$ cat config.mk
export PLATFORM = sky130hd
export DESIGN_NAME = mux_dram_ctrl
export DESIGN_NICKNAME = d
export VERILOG_FILES = /design/src/rtl/mdram_pkg.sv /design/src/rtl/mdram_refresh_timer.sv /design/src/rtl/mdram_addr_mux.sv /design/src/rtl/mdram_seq.sv /design/src/rtl/mux_dram_ctrl.sv
export SDC_FILE = /design/constraint.sdc
export NUM_CORES = 1
export LEC_CHECK = 0
export ABC_AREA = 1
export BUFFER_PORTS_ARGS = -buffer_cell sky130_fd_sc_hd__buf_4
export CORE_UTILIZATION = 49
export CTS_BUF_LIST = sky130_fd_sc_hd__clkbuf_4 sky130_fd_sc_hd__clkbuf_8 sky130_fd_sc_hd__clkbuf_16
export CTS_CLUSTER_DIAMETER = 80
export CTS_CLUSTER_SIZE = 40
export DETAILED_ROUTE_END_ITERATION = 10
export PLACE_DENSITY_LB_ADDON = 0.1
export SLEW_MARGIN = 20
export SYNTH_ARGS = -nofsm -noshare
export SYNTH_HDL_FRONTEND = slang
export SYNTH_SLANG_ARGS = --single-unit
$ cat constraint.sdc
create_clock -name clk -period 1.4 [get_ports clk]
set_input_delay 0.42 -clock clk [delete_from_list [all_inputs] [get_ports clk]]
set_output_delay 0.42 -clock clk [all_outputs]
set_load 0.01 [all_outputs]
$ cat src/rtl/mdram_pkg.sv
package mdram_pkg;

    typedef enum logic [2:0] {
        ST_IDLE = 3'd0,
        ST_ROW  = 3'd1,
        ST_COL  = 3'd2,
        ST_PRE  = 3'd3,
        ST_RCAS = 3'd4,
        ST_RRAS = 3'd5
    } seq_state_e;

    typedef struct packed {
        logic ras_n;
        logic cas_n;
        logic we_n;
        logic oe_n;
        logic dq_oe;
        logic col_sel;
    } strobe_t;

    function automatic int imax(input int a, input int b);
        return (a > b) ? a : b;
    endfunction

endpackage

$ cat src/rtl/mdram_refresh_timer.sv
module mdram_refresh_timer #(
    parameter int CLK_KHZ = 200000,
    parameter int ROWS    = 1024
) (
    input  logic clk,
    input  logic rst_n,
    input  logic slow_mode,
    input  logic grant,
    output logic pending
);
    localparam int FAST_LIM = (CLK_KHZ * 82) / (10 * ROWS);
    localparam int SLOW_LIM = (CLK_KHZ * 128) / ROWS;
    localparam int CW       = $clog2(SLOW_LIM + 1);
    localparam logic [CW-1:0] FAST_M1 = CW'(FAST_LIM - 1);
    localparam logic [CW-1:0] SLOW_M1 = CW'(SLOW_LIM - 1);

    typedef struct packed {
        logic [CW-1:0] cnt;
        logic          pend;
    } tmr_t;

    tmr_t tmr_d, tmr_q;
    logic [CW-1:0] last_d;

    always_comb begin
        tmr_d  = tmr_q;
        last_d = slow_mode ? SLOW_M1 : FAST_M1;
        if (grant) begin
            tmr_d.pend = 1'b0;
        end
        if (tmr_q.cnt >= last_d) begin
            tmr_d.cnt  = '0;
            tmr_d.pend = 1'b1;
        end else begin
            tmr_d.cnt = tmr_q.cnt + 1'b1;
        end
    end

    always_ff @(posedge clk or negedge rst_n) begin
        if (!rst_n) begin
            tmr_q <= '0;
        end else begin
            tmr_q <= tmr_d;
        end
    end

    assign pending = tmr_q.pend;

endmodule

$ cat src/rtl/mdram_addr_mux.sv
module mdram_addr_mux #(
    parameter int ROW_W = 10
) (
    input  logic [2*ROW_W-1:0] addr,
    input  logic               wide,
    input  logic               col_sel,
    output logic [ROW_W-1:0]   pins
);
    logic [ROW_W-1:0] row_d, col_d;

    always_comb begin
        if (wide) begin
            row_d = addr[2*ROW_W-1:ROW_W];
            col_d = addr[ROW_W-1:0];
        end else begin
            row_d = {1'b0, addr[2*ROW_W-3:ROW_W-1]};
            col_d = {1'b0, addr[ROW_W-2:0]};
        end
        pins = col_sel ? col_d : row_d;
    end

endmodule

$ cat src/rtl/mdram_seq.sv
module mdram_seq
    import mdram_pkg::*;
#(
    parameter int AW     = 20,
    parameter int DW     = 16,
    parameter int T_ROW  = 3,
    parameter int T_COL  = 3,
    parameter int T_PRE  = 3,
    parameter int T_RCAS = 2,
    parameter int T_RRAS = 4
) (
    input  logic          clk,
    input  logic          rst_n,
    input  logic          req,
    input  logic          req_we,
    input  logic [AW-1:0] req_addr,
    input  logic [DW-1:0] req_wdata,
    input  logic          ref_pend,
    input  logic [DW-1:0] dq_in,
    output logic          ref_grant,
    output strobe_t       strb,
    output logic [AW-1:0] acc_addr,
    output logic [DW-1:0] dq_out,
    output logic [DW-1:0] rd_data,
    output logic          done
);
    localparam int TMAX  = imax(imax(imax(T_ROW, T_COL), imax(T_PRE, T_RCAS)), T_RRAS);
    localparam int CNT_W = imax($clog2(TMAX + 1), 1);

    typedef struct packed {
        seq_state_e     state;
        logic [CNT_W-1:0] cnt;
        logic           we;
        logic [AW-1:0]  addr;
        logic [DW-1:0]  wdata;
        logic [DW-1:0]  rdata;
        logic           done;
    } seq_t;

    seq_t s_d, s_q;

    always_comb begin
        s_d       = s_q;
        s_d.done  = 1'b0;
        ref_grant = 1'b0;
        unique case (s_q.state)
            ST_IDLE: begin
                if (ref_pend) begin
                    ref_grant = 1'b1;
                    s_d.state = ST_RCAS;
                    s_d.cnt   = CNT_W'(T_RCAS - 1);
                end else if (req) begin
                    s_d.state = ST_ROW;
                    s_d.cnt   = CNT_W'(T_ROW - 1);
                    s_d.we    = req_we;
                    s_d.addr  = req_addr;
                    s_d.wdata = req_wdata;
                end
            end
            ST_ROW: begin
                if (s_q.cnt == '0) begin
                    s_d.state = ST_COL;
                    s_d.cnt   = CNT_W'(T_COL - 1);
                end else begin
                    s_d.cnt = s_q.cnt - 1'b1;
                end
            end
            ST_COL: begin
                if (s_q.cnt == '0) begin
                    s_d.state = ST_PRE;
                    s_d.cnt   = CNT_W'(T_PRE - 1);
                    s_d.done  = 1'b1;
                    if (!s_q.we) begin
                        s_d.rdata = dq_in;
                    end
                end else begin
                    s_d.cnt = s_q.cnt - 1'b1;
                end
            end
            ST_RCAS: begin
                if (s_q.cnt == '0) begin
                    s_d.state = ST_RRAS;
                    s_d.cnt   = CNT_W'(T_RRAS - 1);
                end else begin
                    s_d.cnt = s_q.cnt - 1'b1;
                end
            end
            ST_RRAS: begin
                if (s_q.cnt == '0) begin
                    s_d.state = ST_PRE;
                    s_d.cnt   = CNT_W'(T_PRE - 1);
                end else begin
                    s_d.cnt = s_q.cnt - 1'b1;
                end
            end
            ST_PRE: begin
                if (s_q.cnt == '0) begin
                    s_d.state = ST_IDLE;
                end else begin
                    s_d.cnt = s_q.cnt - 1'b1;
                end
            end
            default: begin
                s_d.state = ST_IDLE;
            end
        endcase
    end

    always_ff @(posedge clk or negedge rst_n) begin
        if (!rst_n) begin
            s_q       <= '0;
            s_q.state <= ST_IDLE;
        end else begin
            s_q <= s_d;
        end
    end

    // strobe decode from the registered phase
    always_comb begin
        strb = '{ras_n: 1'b1, cas_n: 1'b1, we_n: 1'b1, oe_n: 1'b1,
                 dq_oe: 1'b0, col_sel: 1'b0};
        unique case (s_q.state)
            ST_ROW: begin
                strb.ras_n = 1'b0;
            end
            ST_COL: begin
                strb.ras_n   = 1'b0;
                strb.cas_n   = 1'b0;
                strb.col_sel = 1'b1;
                strb.we_n    = ~s_q.we;
                strb.oe_n    = s_q.we;
                strb.dq_oe   = s_q.we;
            end
            ST_RCAS: begin
                strb.cas_n = 1'b0;
            end
            ST_RRAS: begin
                strb.cas_n = 1'b0;
                strb.ras_n = 1'b0;
            end
            default: begin
                strb.col_sel = (s_q.state == ST_PRE);
            end
        endcase
    end

    assign acc_addr = s_q.addr;
    assign dq_out   = s_q.wdata;
    assign rd_data  = s_q.rdata;
    assign done     = s_q.done;

endmodule

$ cat src/rtl/mux_dram_ctrl.sv
module mux_dram_ctrl
    import mdram_pkg::*;
#(
    parameter int CLK_KHZ = 200000,
    parameter int ROW_W   = 10,
    parameter int DW      = 16,
    parameter int T_ROW   = 3,
    parameter int T_COL   = 3,
    parameter int T_PRE   = 3,
    parameter int T_RCAS  = 2,
    parameter int T_RRAS  = 4
) (
    input  logic                clk,
    input  logic                rst_n,
    input  logic                refresh_slow,
    input  logic                array_16m,
    input  logic                req,
    input  logic                req_we,
    input  logic [2*ROW_W-1:0]  req_addr,
    input  logic [DW-1:0]       req_wdata,
    output logic                done,
    output logic [DW-1:0]       rd_data,
    output logic [ROW_W-1:0]    dram_addr,
    output logic                dram_ras_n,
    output logic                dram_cas_n,
    output logic                dram_we_n,
    output logic                dram_oe_n,
    output logic [DW-1:0]       dram_dq_out,
    output logic                dram_dq_oe,
    input  logic [DW-1:0]       dram_dq_in
);
    localparam int AW       = 2 * ROW_W;
    localparam int REF_ROWS = 1 << ROW_W;

    logic          ref_pend, ref_grant;
    strobe_t       strb;
    logic [AW-1:0] acc_addr;

    mdram_refresh_timer #(
        .CLK_KHZ (CLK_KHZ),
        .ROWS    (REF_ROWS)
    ) u_timer (
        .clk       (clk),
        .rst_n     (rst_n),
        .slow_mode (refresh_slow),
        .grant     (ref_grant),
        .pending   (ref_pend)
    );

    mdram_seq #(
        .AW     (AW),
        .DW     (DW),
        .T_ROW  (T_ROW),
        .T_COL  (T_COL),
        .T_PRE  (T_PRE),
        .T_RCAS (T_RCAS),
        .T_RRAS (T_RRAS)
    ) u_seq (
        .clk       (clk),
        .rst_n     (rst_n),
        .req       (req),
        .req_we    (req_we),
        .req_addr  (req_addr),
        .req_wdata (req_wdata),
        .ref_pend  (ref_pend),
        .dq_in     (dram_dq_in),
        .ref_grant (ref_grant),
        .strb      (strb),
        .acc_addr  (acc_addr),
        .dq_out    (dram_dq_out),
        .rd_data   (rd_data),
        .done      (done)
    );

    mdram_addr_mux #(
        .ROW_W (ROW_W)
    ) u_amux (
        .addr    (acc_addr),
        .wide    (array_16m),
        .col_sel (strb.col_sel),
        .pins    (dram_addr)
    );

    assign dram_ras_n = strb.ras_n;
    assign dram_cas_n = strb.cas_n;
    assign dram_we_n  = strb.we_n;
    assign dram_oe_n  = strb.oe_n;
    assign dram_dq_oe = strb.dq_oe;

endmodule

---- Yosys cells after proc, flatten, opt, wreduce, memory -nomap -nowiden ----
Cells that the tools add are included.
word-level totals
  memories kept ........................... 0
  input bits .............................. 58
  flip-flop bits (word level) ............. 76
  output and inout bits ................... 48
  memory bits (read-only) ................. 0
  latch bits .............................. 0
  logic and storage cells ................. 63
  memory bits (writable) .................. 0
cells by class
  add/sub/neg operators ................... 2
  reduce and logical (&&, ||, !) cells .... 12
  equality and inequality tests ........... 11
  multipliers ............................. 0
  shift operators ......................... 0
  multiplexer cells ....................... 26
  bitwise gates (word level) .............. 2
  divide/modulo/power cells ............... 0
  $lt $le $gt $ge ......................... 1
operators with widths
  operator               number
  $mux 43                1
  $mux 10                3
  $mux 15                2
  $mux 3                 8
  $add 15x1->15 const B  1
  $ge 15x15->1           1
  $pmux 3 s5             1
  $pmux 3 s4             1
  $reduce_and 3->1       3
  $reduce_or 3->1        3
  $mux 1                 8
  $ne 2x1->1 const B     4
  $eq 3x2->1 const B     2
  $eq 3x3->1 const B     2
  $logic_not 3->1        2
  $mux 6                 1
  $reduce_and 5->1       1
  $reduce_bool 4->1      1
  $eq 3x1->1 const B     1
  $ne 3x3->1 const B     1
  $sub 3x1->3 const B    1
  $ne 2x2->1 const B     1
  $not 1->1              2
  $pmux 1 s2             1
  other kinds (2)        2

---- Logic depth before layout (Yosys ltp) ----
  depth after elaboration ................. 4
  gate-level depth with buffers ........... 11
  gate-level depth less buffers ........... 10

---- By module ----
From an unflattened synthesis, not the netlist that was laid out.
second synthesis, totals
  cell total of the unflattened synthesis .. 583
  area total of the unflattened synthesis .. 4550.6 um^2
modules (own cells, without submodules)
  module               seq. area each (um^2)  instances  area each (um^2)  cells each
  mdram_seq            1501.4                 1          3085.5            370
  mdram_refresh_timer  400.4                  1          1202.4            151
  mdram_addr_mux       0.0                    1          262.8             62

---- Worst setup path after synthesis ----
Ideal clock, no wire load.
  kind .................................... input port to flip-flop
  start ................................... in refresh_slow
  end ..................................... reg u_timer.tmr_q[7] in the netlist's numbering
  data arrival time ....................... 1.564 ns
  path buffers ............................ 1
  data required time ...................... 1.329 ns
  library setup time ...................... 0.071 ns
  slack ................................... -0.236 ns
  stages .................................. 8
  cell sequence ........................... inv_1 > ha_1 > a21oi_1 > o21ai_0 > a21oi_2 > nand3_2 > buf_6 > nor2_1
RTL lines
  what                  RTL line                   text
  start, declared       mux_dram_ctrl.sv:15        input logic refresh_slow,
  end signal, assigned  mdram_refresh_timer.sv:43  tmr_q <= tmr_d;
  end, declared         mdram_refresh_timer.sv:22  tmr_t tmr_d, tmr_q;

---- Worst setup path in the final report ----
  start ................................... reg u_seq.s_q[59] in the netlist's numbering
  end ..................................... out dram_addr[4]
on the way
  word-level cells in the longest chain between the ends .. 4
  elaborated cells between the ends (all ways) .. 8
  classes of those cells .................. eq/ne: 5; mux: 2; reduce/logical: 1
RTL lines
  what                                             RTL line              text
  start, declared                                  mdram_seq.sv:40       seq_t s_d, s_q;
  $eq 3x1->1 / $eq 3x3->1 (equally long branches)  mdram_seq.sv:122      unique case (s_q.state)
  $reduce_or 3->1 (no source line)                 -
  $pmux 1 s2 (*)                                   mdram_seq.sv:122
  $mux 10 (*)                                      mdram_addr_mux.sv:19  pins = col_sel ? col_d : row_d;
  end, declared                                    mux_dram_ctrl.sv:23   output logic [ROW_W-1:0] dram_addr,
Mark *: on every way between the ends. The rest lies on a longest branch, timed or not.

==> results.py <==
metrics = {
    "status": {
        "outcome": "complete, but fails checks",
        "violations": "negative setup slack",
    },
    "cells_and_area": {
        "antennaDiodeCount": 0,
        "fill_cells": 567,
        "nNetsFinal": 740,
        "multi_input_area_um2": 2250,
        "final_layout_size_suffix_gt1_share_pct": 45.8,
        "regArea_um2": 1900,
        "area.growth.synth_to_final_pct": 47.0,
        "fin_cells": 778,
    },
    "synth": {
        "synthTopCellsByCount": "nand2_1, dfrtp_1, inv_1",
        "ys.flop_type": "dfrtp_1",
        "yosys.area.top_type_share_pct": 44.4,
        "yosys.area.top_type": "dfrtp_1",
        "synthesis.nets": 605,
        "syn_area_um2": 4280,
        "yosysWarnings": 0,
        "synth.most_common_cell": "nand2_1",
        "synth_seq_cells": 76,
        "netlist_top_cells_area": "dfrtp_1, nand2_1, inv_1, buf_4, nor2_1",
        "synth_area_per_cell_um2": 8.04,
        "synth_edf_count": 0,
        "async_flop_share_pct": 100,
        "ys_seq_area_share_pct": 44.4,
        "post_synth_inst_count": 533,
        "yosysUniqueCellTypes": 30,
    },
    "die": {
        "die_w_um": 95.5,
        "fp.coreArea_um2": 8340,
        "dieArea_um2": 9120,
        "rows": 33,
        "start_util_pct": 51.4,
        "io_pins": 106,
        "die_h_um": 95.5,
    },
    "timing": {
        "rsz0062_at_grt": "yes",
        "setup_ws_ns": -0.414,
        "fin_worst_hold_slack_ns": 0.299,
        "fin_tns_setup_ns": -21.86,
        "finalSetupViolCount": 91,
        "finClkSkew_ns": 0.0133,
        "slew_headroom_pct": 79.8,
        "final-max-slew-violation-count": 0,
        "finalCritPeriodShare_pct": 130,
        "period_needed_ns": 1.81,
        "max_slew.worst_pin.slew_ns": 0.300,
        "clock.fmax_ghz": 0.551,
        "hold_viol_final": 0,
    },
    "route": {
        "drt-initial-drc-count": 123,
        "wl_mm": 10.5,
        "vias": 3845,
        "drtPass1Iterations": 4,
        "wl_per_cell_um": 13.6,
        "drcViolationCount": 0,
        "antenna_left": 0,
        "via_per_inst": 4.94,
    },
    "run": {
        "maxCapViolCount": 0,
    },
    "worst_setup_path": {
        "crit_type": "flip-flop to output pin",
        "cp.required_ns": 0.98,
        "startpoint_type": "flip-flop",
        "crit_path_end_kind": "output pin",
        "cp_max_fo": 7,
        "r2r_slack_ns": -0.33,
        "crit_arrival_ns": 1.39,
    },
    "placed_design": {
        "pre_cts_ws_ns": -0.532,
        "placedCellCount": 741,
        "io_buffers": 105,
        "gp_congestion": 0.847,
        "dp_hpwl_mm": 6.90,
    },
    "pwr": {
        "intPower_uw": 7770,
        "ir_worst_vdd_mv": 0.845,
        "pwr-share-comb_pct": 57.4,
        "pwr-share-clk_pct": 12.8,
        "report.power.total_uw": 13200,
        "power_density_nw_per_um2": 2090,
        "p_leak_uw": 0.00314,
        "power.share.sequential_pct": 29.8,
        "sw_frac_of_total_pct": 40.9,
        "netSwitchingPower_uw": 5380,
    },
    "clock_network": {
        "numClockSinks": 76,
        "clk_pin_slew_ns": 0.08,
        "cts-root-buf": "clkbuf_8",
        "cts_tree": "built",
        "clk_latency_ns": 0.35,
        "cts_buffer_depth": 2,
        "numCtsBuffers": 9,
        "htreeDepth": 3,
    },
    "global_routing": {
        "overflow": 0,
        "antenna_found_initial": 0,
        "track_usage_pct": 22.5,
        "grt_max_degree": 27,
        "grt_pass1_vias": 3520,
        "grt_first_pass_wirelength_mm": 15.7,
    },
    "worst_hold_path": {
        "hp-class": "input port to flip-flop",
    },
}
-- critical path: stages (launching register included) --
cell,delay (ns)
dfrtp_1,0.40
inv_2,0.12
nand2_8,0.10
buf_12,0.16
nor2_4,0.09
a21oi_2,0.04
buf_4,0.14
-- logic make-up after synthesis --
| group | synth area share, % |
|---|---|
| AOI/OAI and AO/OA | 10.6 |
| buffers and inverters | 15.0 |
| xor gates and xnor gates | 2.25 |
| DFF | 44.4 |
| and+or+nand+nor | 23.7 |
| adders and majority gates | 4.09 |
-- per-stage QoR --
step	area, um2	utilization (%)
3_5_place_dp	5240	62.8
2_1_floorplan	4300	-
3_3_place_gp	5240	62.8
5_1_grt	6300	75.5
6_report	6300	75.5
4_1_cts	5900	70.8
-- metal layers --
| metal | GRT usage, % | share of wire, % | vias up |
|---|---|---|---|
| li1 | - | - | 1908 |
| met2 | 39.0 | 52 | 107 |
| met3 | 3.83 | 4.5 | 13 |
| met5 | 0 | 0 | - |
| met4 | 10.7 | 1.5 | 0 |
| met1 | 27.2 | 42 | 1817 |
-- final cells by class --
| cell class | count | area share (%) |
|---|---|---|
| sequential | 76 | 30.2 |
| tap | 105 | 2.09 |
| timing repair inverter | 1 | 0.0993 |
| clock inverter | 5 | 0.993 |
| timing repair buffer | 169 | 23.9 |
| multi-input combinational | 337 | 35.8 |
| clock buffer | 11 | 2.21 |
| inverter | 74 | 4.67 |
-- repair_timing --
item / CTS / global route
pin swaps: 11 / 36
endpoints found under the setup margin: 74 / 90
hold buffers: 1 / 0
buffers inserted: 8 / 8
hold endpoints to repair: 16 / 0
cloned: 4 / 1
resized for setup: 63 / 89
-- placed cells by master, fill, tap and decap left out, drive strengths merged, types with 3 or more instances in the layout --
master,Yosys,routed
inv,72,72
a21oi,26,26
clkinv,2,4
buf,44,167
nand2,144,145
dfrtp,76,76
nand3,34,34
xor2,9,9
nand4,4,4
clkinvlp,0,3
nor2,54,54
ha,14,14
o21ai,46,46
clkbuf,3,11
-- worst paths after layout --
check,end,cells past startpoint,startpoint
worst max-delay path,dram_addr[4],6,u_seq.s_q[59]
worst min register to register,u_seq.rd_data[5],2,u_seq.rd_data[5]
min in group asynchronous,u_seq.rd_data[6],2,rst_n
max in group asynchronous,u_seq.dq_out[5],3,rst_n
worst max register to register,u_seq.acc_addr[19],9,u_seq.s_q[58]
worst min-delay path,u_seq.rd_data[13],3,dram_dq_in[13]
-- registers in the layout, summed over array words and instances, names as in the netlist --
signal           flops
u_timer.pending      1
u_timer.tmr_q       15
u_seq.rd_data       16
u_seq.done           1
u_seq.dq_out        16
u_seq.s_q            7
u_seq.acc_addr      20
-- power by group through the flow --
stage	logic, uW	clock network [uW]	registers (uW)
floorplan	4010	0	3700
global placement	5650	0	3770
detailed placement	5810	0	3790
CTS	6630	1750	3830
global route	8240	1840	4030
finish	7550	1680	3920
Power figures use the tool's default switching activity.
